===== config.mk =====
export PLATFORM = sky130hd
export DESIGN_NAME = trig_emu_top
export DESIGN_NICKNAME = d
export VERILOG_FILES = /design/src/rtl/trig_emu_pkg.sv /design/src/rtl/trig_emu_regs.sv /design/src/rtl/trig_emu_ctrl.sv /design/src/rtl/trig_emu_dp.sv /design/src/rtl/trig_emu_top.sv
export SDC_FILE = /design/constraint.sdc
export NUM_CORES = 1
export LEC_CHECK = 0
export ABC_AREA = 1
export CAP_MARGIN = 20
export CORE_MARGIN = 1.5
export CORE_UTILIZATION = 55
export CTS_CLUSTER_DIAMETER = 200
export CTS_CLUSTER_SIZE = 40
export DETAILED_ROUTE_END_ITERATION = 12
export GPL_ROUTABILITY_DRIVEN = 0
export PLACE_DENSITY_LB_ADDON = 0.15
export SKIP_CTS_REPAIR_TIMING = 1
export SLEW_MARGIN = 20
export SYNTH_ARGS = -nofsm -noshare
export SYNTH_HDL_FRONTEND = slang
export SYNTH_SLANG_ARGS = --single-unit

===== constraint.sdc =====
create_clock -name clk -period 8.35 [get_ports clk]
set_clock_uncertainty 0.15 [all_clocks]
set_input_delay 1.67 -clock clk [delete_from_list [all_inputs] [get_ports clk]]
set_output_delay 1.67 -clock clk [all_outputs]
set_load 0.1 [all_outputs]

===== src/rtl/trig_emu_pkg.sv =====
package trig_emu_pkg;

  typedef enum logic [2:0] {
    ADDR_THRESH = 3'd0,
    ADDR_ORBIT  = 3'd1,
    ADDR_VETO   = 3'd2,
    ADDR_DEAD   = 3'd3,
    ADDR_BUCKET = 3'd4,
    ADDR_TYPE   = 3'd5,
    ADDR_CMD    = 3'd6
  } regSel_e;

  // strobes from control to datapath
  typedef struct packed {
    logic fire;
    logic clearEvt;
  } strobe_t;

  localparam int LFSR_W = 32;
  localparam logic [LFSR_W-1:0] LFSR_MASK = 32'h8020_0003;

  function automatic logic [LFSR_W-1:0] lfsrStep(input logic [LFSR_W-1:0] s);
    return s[0] ? ((s >> 1) ^ LFSR_MASK) : (s >> 1);
  endfunction

endpackage


===== src/rtl/trig_emu_regs.sv =====
module trig_emu_regs
  import trig_emu_pkg::*;
#(
  parameter int BC_W          = 12,
  parameter int VETO_W        = 8,
  parameter int DT_W          = 8,
  parameter int BKT_W         = 4,
  parameter int LEAK_W        = 16,
  parameter int TYPE_W        = 8,
  parameter int ORBIT_DEFAULT = 3564
) (
  input  logic              clk,
  input  logic              rstN,
  input  logic              regWe,
  input  logic [2:0]        regAddr,
  input  logic [31:0]       regWdata,
  output logic [LFSR_W-1:0] threshold,
  output logic [BC_W-1:0]   orbitLen,
  output logic [VETO_W-1:0] vetoPre,
  output logic [VETO_W-1:0] vetoPost,
  output logic [DT_W-1:0]   deadLen,
  output logic [BKT_W-1:0]  bucketSize,
  output logic [LEAK_W-1:0] leakPeriod,
  output logic [TYPE_W-1:0] typeVal,
  output logic              evtCmd
);

  localparam int HI_LSB = 16;

  always_ff @(posedge clk) begin
    if (!rstN) begin
      threshold  <= '0;
      orbitLen   <= BC_W'(ORBIT_DEFAULT);
      vetoPre    <= '0;
      vetoPost   <= '0;
      deadLen    <= '0;
      bucketSize <= '0;
      leakPeriod <= '0;
      typeVal    <= '0;
    end else if (regWe) begin
      case (regSel_e'(regAddr))
        ADDR_THRESH: threshold <= regWdata[LFSR_W-1:0];
        ADDR_ORBIT:  orbitLen  <= regWdata[BC_W-1:0];
        ADDR_VETO: begin
          vetoPre  <= regWdata[VETO_W-1:0];
          vetoPost <= regWdata[HI_LSB +: VETO_W];
        end
        ADDR_DEAD:   deadLen <= regWdata[DT_W-1:0];
        ADDR_BUCKET: begin
          bucketSize <= regWdata[BKT_W-1:0];
          leakPeriod <= regWdata[HI_LSB +: LEAK_W];
        end
        ADDR_TYPE:   typeVal <= regWdata[TYPE_W-1:0];
        default: ;
      endcase
    end
  end

  assign evtCmd = regWe && (regSel_e'(regAddr) == ADDR_CMD) && regWdata[0];

endmodule


===== src/rtl/trig_emu_ctrl.sv =====
module trig_emu_ctrl
  import trig_emu_pkg::*;
#(
  parameter int BC_W      = 12,
  parameter int VETO_W    = 8,
  parameter int DT_W      = 8,
  parameter int BKT_W     = 4,
  parameter int LEAK_W    = 16,
  parameter logic [LFSR_W-1:0] LFSR_SEED = 32'h0000_0001
) (
  input  logic              clk,
  input  logic              rstN,
  input  logic [LFSR_W-1:0] threshold,
  input  logic [BC_W-1:0]   orbitLen,
  input  logic [VETO_W-1:0] vetoPre,
  input  logic [VETO_W-1:0] vetoPost,
  input  logic [DT_W-1:0]   deadLen,
  input  logic [BKT_W-1:0]  bucketSize,
  input  logic [LEAK_W-1:0] leakPeriod,
  input  logic              evtCmd,
  input  logic              busyIn,
  input  logic [BC_W-1:0]   bcntNext,
  input  logic              wrapNext,
  output strobe_t           strb,
  output logic [BKT_W-1:0]  bucketLevel,
  output logic [LFSR_W-1:0] lfsrState
);

  localparam int SUM_W = ((BC_W > VETO_W) ? BC_W : VETO_W) + 1;

  logic [DT_W-1:0]   deadCnt;
  logic [LEAK_W-1:0] leakCnt;
  logic [BKT_W-1:0]  levelNext;
  logic              clrPending;
  logic              candidate, preHit, postHit, vetoHit;
  logic              deadOk, bucketOk, leakTick, fire;
  logic [SUM_W-1:0]  preSum;

  // random candidate source
  always_ff @(posedge clk) begin
    if (!rstN) lfsrState <= LFSR_SEED;
    else       lfsrState <= lfsrStep(lfsrState);
  end
  assign candidate = (lfsrState <= threshold);

  // veto window judged on the bunch number the accept will carry
  assign preSum  = SUM_W'(bcntNext) + SUM_W'(vetoPre);
  assign preHit  = (vetoPre != '0) && (preSum >= SUM_W'(orbitLen));
  assign postHit = SUM_W'(bcntNext) < SUM_W'(vetoPost);
  assign vetoHit = preHit || postHit;

  assign deadOk   = (deadCnt == '0);
  assign bucketOk = (bucketSize == '0) || (bucketLevel < bucketSize);
  assign fire     = candidate && !vetoHit && !busyIn && deadOk && bucketOk;

  // simple deadtime
  always_ff @(posedge clk) begin
    if (!rstN)               deadCnt <= '0;
    else if (fire)           deadCnt <= deadLen;
    else if (deadCnt != '0)  deadCnt <= deadCnt - DT_W'(1);
  end

  // leaky bucket
  assign leakTick = (leakPeriod != '0) && (leakCnt >= leakPeriod - LEAK_W'(1));

  always_ff @(posedge clk) begin
    if (!rstN)                     leakCnt <= '0;
    else if (leakPeriod == '0)     leakCnt <= '0;
    else if (leakTick)             leakCnt <= '0;
    else                           leakCnt <= leakCnt + LEAK_W'(1);
  end

  always_comb begin
    levelNext = bucketLevel;
    if (bucketSize == '0) begin
      levelNext = '0;
    end else begin
      if (fire) levelNext = levelNext + BKT_W'(1);
      if (leakTick && (bucketLevel != '0)) levelNext = levelNext - BKT_W'(1);
    end
  end

  always_ff @(posedge clk) begin
    if (!rstN) bucketLevel <= '0;
    else       bucketLevel <= levelNext;
  end

  // event clear deferred to the orbit boundary
  always_ff @(posedge clk) begin
    if (!rstN)                      clrPending <= 1'b0;
    else if (evtCmd)                clrPending <= 1'b1;
    else if (clrPending && wrapNext) clrPending <= 1'b0;
  end

  assign strb.fire     = fire;
  assign strb.clearEvt = clrPending && wrapNext;

endmodule


===== src/rtl/trig_emu_dp.sv =====
module trig_emu_dp
  import trig_emu_pkg::*;
#(
  parameter int BC_W   = 12,
  parameter int EVT_W  = 24,
  parameter int TYPE_W = 8
) (
  input  logic              clk,
  input  logic              rstN,
  input  logic [BC_W-1:0]   orbitLen,
  input  logic [TYPE_W-1:0] typeVal,
  input  strobe_t           strb,
  output logic [BC_W-1:0]   bcntNext,
  output logic              wrapNext,
  output logic              accept,
  output logic [TYPE_W-1:0] trigType,
  output logic              orbitPulse,
  output logic              evtClrPulse,
  output logic [BC_W-1:0]   bunchCnt,
  output logic [EVT_W-1:0]  evtCnt
);

  assign wrapNext = ({1'b0, bunchCnt} + (BC_W+1)'(1)) >= {1'b0, orbitLen};
  assign bcntNext = wrapNext ? '0 : bunchCnt + BC_W'(1);

  always_ff @(posedge clk) begin
    if (!rstN) begin
      bunchCnt    <= '0;
      orbitPulse  <= 1'b0;
      accept      <= 1'b0;
      trigType    <= '0;
      evtClrPulse <= 1'b0;
      evtCnt      <= '0;
    end else begin
      bunchCnt    <= bcntNext;
      orbitPulse  <= wrapNext;
      accept      <= strb.fire;
      trigType    <= strb.fire ? typeVal : '0;
      evtClrPulse <= strb.clearEvt;
      if (strb.clearEvt) evtCnt <= EVT_W'(strb.fire);
      else               evtCnt <= evtCnt + EVT_W'(strb.fire);
    end
  end

endmodule


===== src/rtl/trig_emu_top.sv =====
module trig_emu_top
  import trig_emu_pkg::*;
#(
  parameter int BC_W          = 12,
  parameter int EVT_W         = 24,
  parameter int TYPE_W        = 8,
  parameter int VETO_W        = 8,
  parameter int DT_W          = 8,
  parameter int BKT_W         = 4,
  parameter int LEAK_W        = 16,
  parameter int ORBIT_DEFAULT = 3564
) (
  input  logic              clk,
  input  logic              rstN,
  input  logic              regWe,
  input  logic [2:0]        regAddr,
  input  logic [31:0]       regWdata,
  input  logic              busyIn,
  output logic              accept,
  output logic [TYPE_W-1:0] trigType,
  output logic              orbitPulse,
  output logic              evtClrPulse,
  output logic [BC_W-1:0]   bunchCnt,
  output logic [EVT_W-1:0]  evtCnt
);

  logic [LFSR_W-1:0] threshold;
  logic [BC_W-1:0]   orbitLen;
  logic [VETO_W-1:0] vetoPre, vetoPost;
  logic [DT_W-1:0]   deadLen;
  logic [BKT_W-1:0]  bucketSize;
  logic [LEAK_W-1:0] leakPeriod;
  logic [TYPE_W-1:0] typeVal;
  logic              evtCmd;
  logic [BC_W-1:0]   bcntNext;
  logic              wrapNext;
  strobe_t           strb;
  logic [BKT_W-1:0]  bucketLevel;
  logic [LFSR_W-1:0] lfsrState;

  trig_emu_regs #(
    .BC_W(BC_W), .VETO_W(VETO_W), .DT_W(DT_W), .BKT_W(BKT_W),
    .LEAK_W(LEAK_W), .TYPE_W(TYPE_W), .ORBIT_DEFAULT(ORBIT_DEFAULT)
  ) u_regs (
    .clk(clk), .rstN(rstN), .regWe(regWe), .regAddr(regAddr), .regWdata(regWdata),
    .threshold(threshold), .orbitLen(orbitLen), .vetoPre(vetoPre), .vetoPost(vetoPost),
    .deadLen(deadLen), .bucketSize(bucketSize), .leakPeriod(leakPeriod),
    .typeVal(typeVal), .evtCmd(evtCmd)
  );

  trig_emu_ctrl #(
    .BC_W(BC_W), .VETO_W(VETO_W), .DT_W(DT_W), .BKT_W(BKT_W), .LEAK_W(LEAK_W)
  ) u_ctrl (
    .clk(clk), .rstN(rstN), .threshold(threshold), .orbitLen(orbitLen),
    .vetoPre(vetoPre), .vetoPost(vetoPost), .deadLen(deadLen),
    .bucketSize(bucketSize), .leakPeriod(leakPeriod), .evtCmd(evtCmd),
    .busyIn(busyIn), .bcntNext(bcntNext), .wrapNext(wrapNext),
    .strb(strb), .bucketLevel(bucketLevel), .lfsrState(lfsrState)
  );

  trig_emu_dp #(
    .BC_W(BC_W), .EVT_W(EVT_W), .TYPE_W(TYPE_W)
  ) u_dp (
    .clk(clk), .rstN(rstN), .orbitLen(orbitLen), .typeVal(typeVal), .strb(strb),
    .bcntNext(bcntNext), .wrapNext(wrapNext), .accept(accept), .trigType(trigType),
    .orbitPulse(orbitPulse), .evtClrPulse(evtClrPulse), .bunchCnt(bunchCnt),
    .evtCnt(evtCnt)
  );

endmodule


### After elaboration in Yosys (flattened, before gate mapping)

Index checks and enable logic that the tools add are counted.

* flip-flop bits (word level): 204
* bits in latches: 0
* memory bits (writable): 0
* memory bits (read-only): 0
* output and inout bits: 47
* word-level logic and storage cells: 89
* memories: 0

* add/sub/neg operators: 9
* multiply operators: 0
* divide/modulo/power cells: 0
* $lt $le $gt $ge: 6
* eq/ne operators: 6
* shift operators: 0
* mux-type cells: 10
* bitwise gates (word level): 2
* reductions and logical operators: 35

Operators by type and width (count)
* 32-bit less-or-equal comparator: 1
* 13-bit by 12-bit greater-or-equal comparator with 1-bit output: 2
* 24-bit by 1-bit adder with 24-bit output: 1
* 22-bit 2-to-1 mux: 1
* 16-bit by 1-bit adder with 16-bit output (second input constant): 1
* 16-bit greater-or-equal comparator: 1
* 16-bit zero test: 1
* 8-bit 2-to-1 mux: 2
* 2-bit AND reduction: 8
* 16-bit nonzero test: 1
* 8-bit nonzero test: 2
* 16-bit by 1-bit subtractor with 16-bit output (second input constant): 1
* 12-bit by 1-bit adder with 13-bit output (second input constant): 1
* 12-bit by 8-bit adder with 13-bit output: 1
* 12-bit by 1-bit adder with 12-bit output (second input constant): 1
* 12-bit by 8-bit < comparator with 1-bit output: 1
* 12-bit 2-to-1 mux: 1
* 4-bit 2-to-1 mux: 3
* 1-bit logical AND: 10
* 3-bit equality test (second input constant): 3
* 8-bit zero test: 1
* 8-bit by 1-bit subtractor with 8-bit output (second input constant): 1
* 3-bit by 2-bit equality test with 1-bit output (second input constant): 2
* 4-bit by 1-bit adder with 4-bit output (second input constant): 1
* 14 further kinds: 20

### Depth between registers and ports, before layout

* depth in word-level cells: 16
* depth in mapped cells: 58

### Modules after synthesis

A second synthesis with hierarchy kept.

* cells, all modules: 1673
* area total of the unflattened synthesis: 11509.8 sq um

By module, submodules not included
* trig_emu_ctrl: instances 1, cells an instance 724, area an instance 4977.3 sq um, seq. area each 1221.2 sq um
* trig_emu_regs: instances 1, cells an instance 552, area an instance 3863.7 sq um, seq. area each 1921.8 sq um
* trig_emu_dp: instances 1, cells an instance 397, area an instance 2668.8 sq um, seq. area each 940.9 sq um

### Worst setup path before layout

Ideal clock, no wire load.

* kind: register to register
* start point: register u_dp.bunchCnt[0]
* end point: register u_dp.evtCnt[22]
* setup time: 116 ps
* arrival: 8015 ps
* required time: 8084 ps
* setup slack: 69 ps
* stages on the path, launching flop included: 57
* buffers on the path: 1
* clock period less this slack: 8281 ps
* cells stage by stage: dfxtp_1 -> ha_1 -> nand2_1 -> nor2_2 -> nand3_1 -> xor2_1 -> inv_1 -> ha_1 -> nand2_1 -> nor2_1 -> nand2_1 -> nor2_1 -> nor2_1 -> nand2_1 -> nand2_4 -> nand2_4 -> clkbuf_1 -> nor3_1 -> (+21 left out) -> ha_1 -> ha_1 -> nand2_1 -> nor2_1 -> inv_2 -> nor2_2 -> nand2_1 -> nor3_2 -> inv_2 -> nor4_4 -> nand3_1 -> nor2_2 -> nand4_1 -> nor2_2 -> nand3_1 -> nor2_2 -> a21oi_1 -> o21a_1

RTL lines
* start, declared: line trig_emu_dp.sv:19 `output logic [BC_W-1:0] bunchCnt,`
* start signal, assigned: line trig_emu_dp.sv:35 `bunchCnt <= bcntNext;`
* end signal, assigned: line trig_emu_dp.sv:40 `if (strb.clearEvt) evtCnt <= EVT_W'(strb.fire);`
* end signal, assigned: line trig_emu_dp.sv:41 `else evtCnt <= evtCnt + EVT_W'(strb.fire);`
* end, declared: line trig_emu_dp.sv:20 `output logic [EVT_W-1:0] evtCnt`

==> results.toml <==
[outcome]
outcome = "complete, no violations"

[floorplan]
boundaryPins = 86
die_h_um = 141
dieWidth_um = 141
core_area_um2 = 18600
rows = 50
start_util = 0.558
fp.dieArea_um2 = 19800

[timing]
finalCriticalPeriod_ns = 7.68
max_clock_freq_mhz = 130
max_slew_margin = 0.329
worst_slack_ns = 0.666
setup_viol = 0
hold_violations = 0
slew_viol_final = 0
tightestPinTransition_ns = 1.00
whs_ns = 0.293
finalCritPeriodShare = 0.920

[finish]
drive_gt1_frac = 0.0805
final_net_count = 1556
final_area_um2 = 11900
area_growth_pct = 14.8
final_util = 0.641

[setup_path]
required_ns = 8.59
crit_top_cell = "nor2_1"
r2r_setup_slack_ns = 0.67
worstSetupStartpoint = "u_dp.bunchCnt[6]"
start_kind = "register"
r2r-start = "u_dp.bunchCnt[6]"
worstSetupPathType = "reg2reg"
crit_slowest_cell = "dfxtp_1"
endpoint_kind = "register"
cp-endpoint = "u_dp.evtCnt[22]"
r2r_cells = 52
arrival_ns = 7.92
critPathMaxFanout = 13
r2r_end = "u_dp.evtCnt[22]"
max_stage_delay_ns = 0.45

[route]
wl_um = 22100
drtPass1Iterations = 4
final_antenna_net_count = 0
drtIter0Drc = 393
wl_per_cell_um = 13.4
drc = 0
vias_per_cell = 5.15
vias = 8497

[synth]
synth_top_family_by_area = "simple AND/OR/NAND/NOR gates"
synth.distinct_cells = 51
syn-num-nets = 1477
ys_ff_latch = 204
postSynthCellCount = 1338
synthesis.area_um2 = 10400
yosys.area_share.simple = 0.217
synthArstFlopShare = 0
yosysTopAreaCell = "dfxtp_1"
ys_top_cells_by_area = "dfxtp_1 39%, ha_1 12%, inv_1 7.5%"
avgSynthCellArea_um2 = 7.78
synth_xor_area_frac = 0.0404
yosysWarnings = 0
synth_edf_count = 0
synth_top_cell_area_share = 0.392
synth_compound_area_frac = 0.139
synth_ff_type = "dfxtp_1"
synth.area.mux_share = 0
seq_area_frac_synth = 0.392
synthAdderAreaFrac = 0.121

[clock_network]
cts_tree = "built"
clkSinkCount = 204
cts_buffer_depth = 3
cts_buffers = 9
root_buffer = "clkbuf_16"
clkLatencyLatePin_ns = 0.47
path_clk_slew_ns = 0.15
cts_max_level = 1

[global_routing]
grt_pass1_wl_um = 36100
track_usage = 0.221
grt_max_degree = 76
grt_antenna_before_repair = 1
grt_pass1_vias = 7588
gr-total-overflow = 0

[placement]
dp_slack_ns = 0.402
dp.final_hpwl_um = 16600
place_area_um2 = 11400
port_buffers = 85

[hold_path]
holdCritStartpoint = "u_ctrl.lfsrState[11]"
hold_path.class = "reg2reg"

[flow_run]
maxCapViolations = 0

[power_and_ir_drop]
power.density_nw_per_um2 = 159
power_leakage_nw = 5.35
max-vdd-ir-drop_uv = 125
## metal layers
metal	vias up	global-route usage	wire length [um]
met5	-	0	0
met4	0	0.0471	403
met3	23	0.0343	1070
met2	128	0.385	10500
met1	3867	0.290	10100
li1	4479	-	-
## worst min path at each step
stage                           endpoint  slack [ns]  depth (start not counted)
detailed placement      u_dp.trigType[1]        0.28                          2
floorplan               u_dp.trigType[0]        0.27                          2
CTS                     u_dp.trigType[1]        0.30                          2
global route            u_dp.trigType[4]        0.31                          2
global placement    u_ctrl.lfsrState[22]        0.27                          2
finish              u_ctrl.lfsrState[10]        0.29                          2
## logic make-up after synthesis
group                      count (synthesis)
AOI/OAI and AO/OA                        266
xor gates and xnor gates                  45
adders and majority gates                100
buffers and inverters                    250
DFF                                      204
and+or+nand+nor                          473
## sequential cells by signal, indices dropped and copies added (netlist names), 8 cells and up
register	flops
u_regs.vetoPre	8
u_regs.typeVal	8
u_dp.evtCnt	24
u_dp.bunchCnt	12
u_regs.threshold	32
u_regs.deadLen	8
u_ctrl.lfsrState	32
u_ctrl.leakCnt	16
u_ctrl.deadCnt	8
u_dp.trigType	8
u_regs.leakPeriod	16
u_regs.vetoPost	8
u_regs.orbitLen	12
## cells in the final DEF (no fill, tap or decap), types with 5 or more instances in the layout
master and n:
nor3_1 24, nor2_4 10, clkbuf_16 9, inv_1 208
o211ai_1 12, xnor2_1 16, o21ai_0 101, buf_4 17
nand4_1 20, nor2_2 13, o21a_1 5, ha_1 97
clkdlybuf4s50_1 84, a21oi_1 122, nand3_1 22, nor3b_1 14
nor4_1 5, dfxtp_1 199, nor2_1 154, nand3_2 9
nand2_1 170, xor2_1 24, nand2_2 10, nand2_4 7
## area by class of cell
class / count / area [um^2]
antenna: 1 / 2.50
sequential: 204 / 4090
fill: 1666 / 6690
tap: 234 / 293
clock buffer: 9 / 225
clock inverter: 1 / 30.0
multi-input combinational: 884 / 5520
inverter: 217 / 820
timing repair buffer: 101 / 968
## where the power goes
group / total, mW / switching (mW) / internal [mW] / leakage [nW]
Sequential: 1.04 / 0.0267 / 1.01 / 1.66
Clock: 0.511 / 0.308 / 0.203 / 0.122
Combinational: 0.343 / 0.207 / 0.136 / 3.57
## metrics by stage
stage	total power [mW]	std cells	setup TNS [ns]
global placement	1.39	1627	0
global route	1.99	1650	-0.0698
CTS	1.90	1637	0
floorplan	1.31	1338	0
detailed placement	1.40	1627	0
finish	1.89	1651	0
## critical path, delay by kind of cell, from the launching register on
family | cells | cell delay (ns)
and+or+nand+nor | 33 | 4.08
adders and majority gates | 5 | 1.35
AOI/OAI and AO/OA | 7 | 0.80
DFF | 1 | 0.45
buffers and inverters | 5 | 0.39
xor gates and xnor gates | 2 | 0.33
## cells in the mapped netlist (3+ instances only)
master    instances
o21ai_0         102
o21a_1            5
nand3_1          24
clkbuf_1         32
inv_1           208
xor2_1           26
a21oi_1         123
xnor2_1          17
inv_2             4
nand2_2          10
nor3b_1          14
a211oi_1          3
o211ai_1         12
nor4_1            5
or2_2             3
nand3_2           7
nand4_1          20
ha_1             99
nor3_1           25
nor2_2           14
nand2_4           7
a21oi_2           3
dfxtp_1         204
nor3_2            3
a31oi_1           3
nor2_4            6
clkinv_1          4
nor2_1          157
o21bai_1          3
nand2_1         171
No activity file was read; power rests on OpenSTA's default activity.
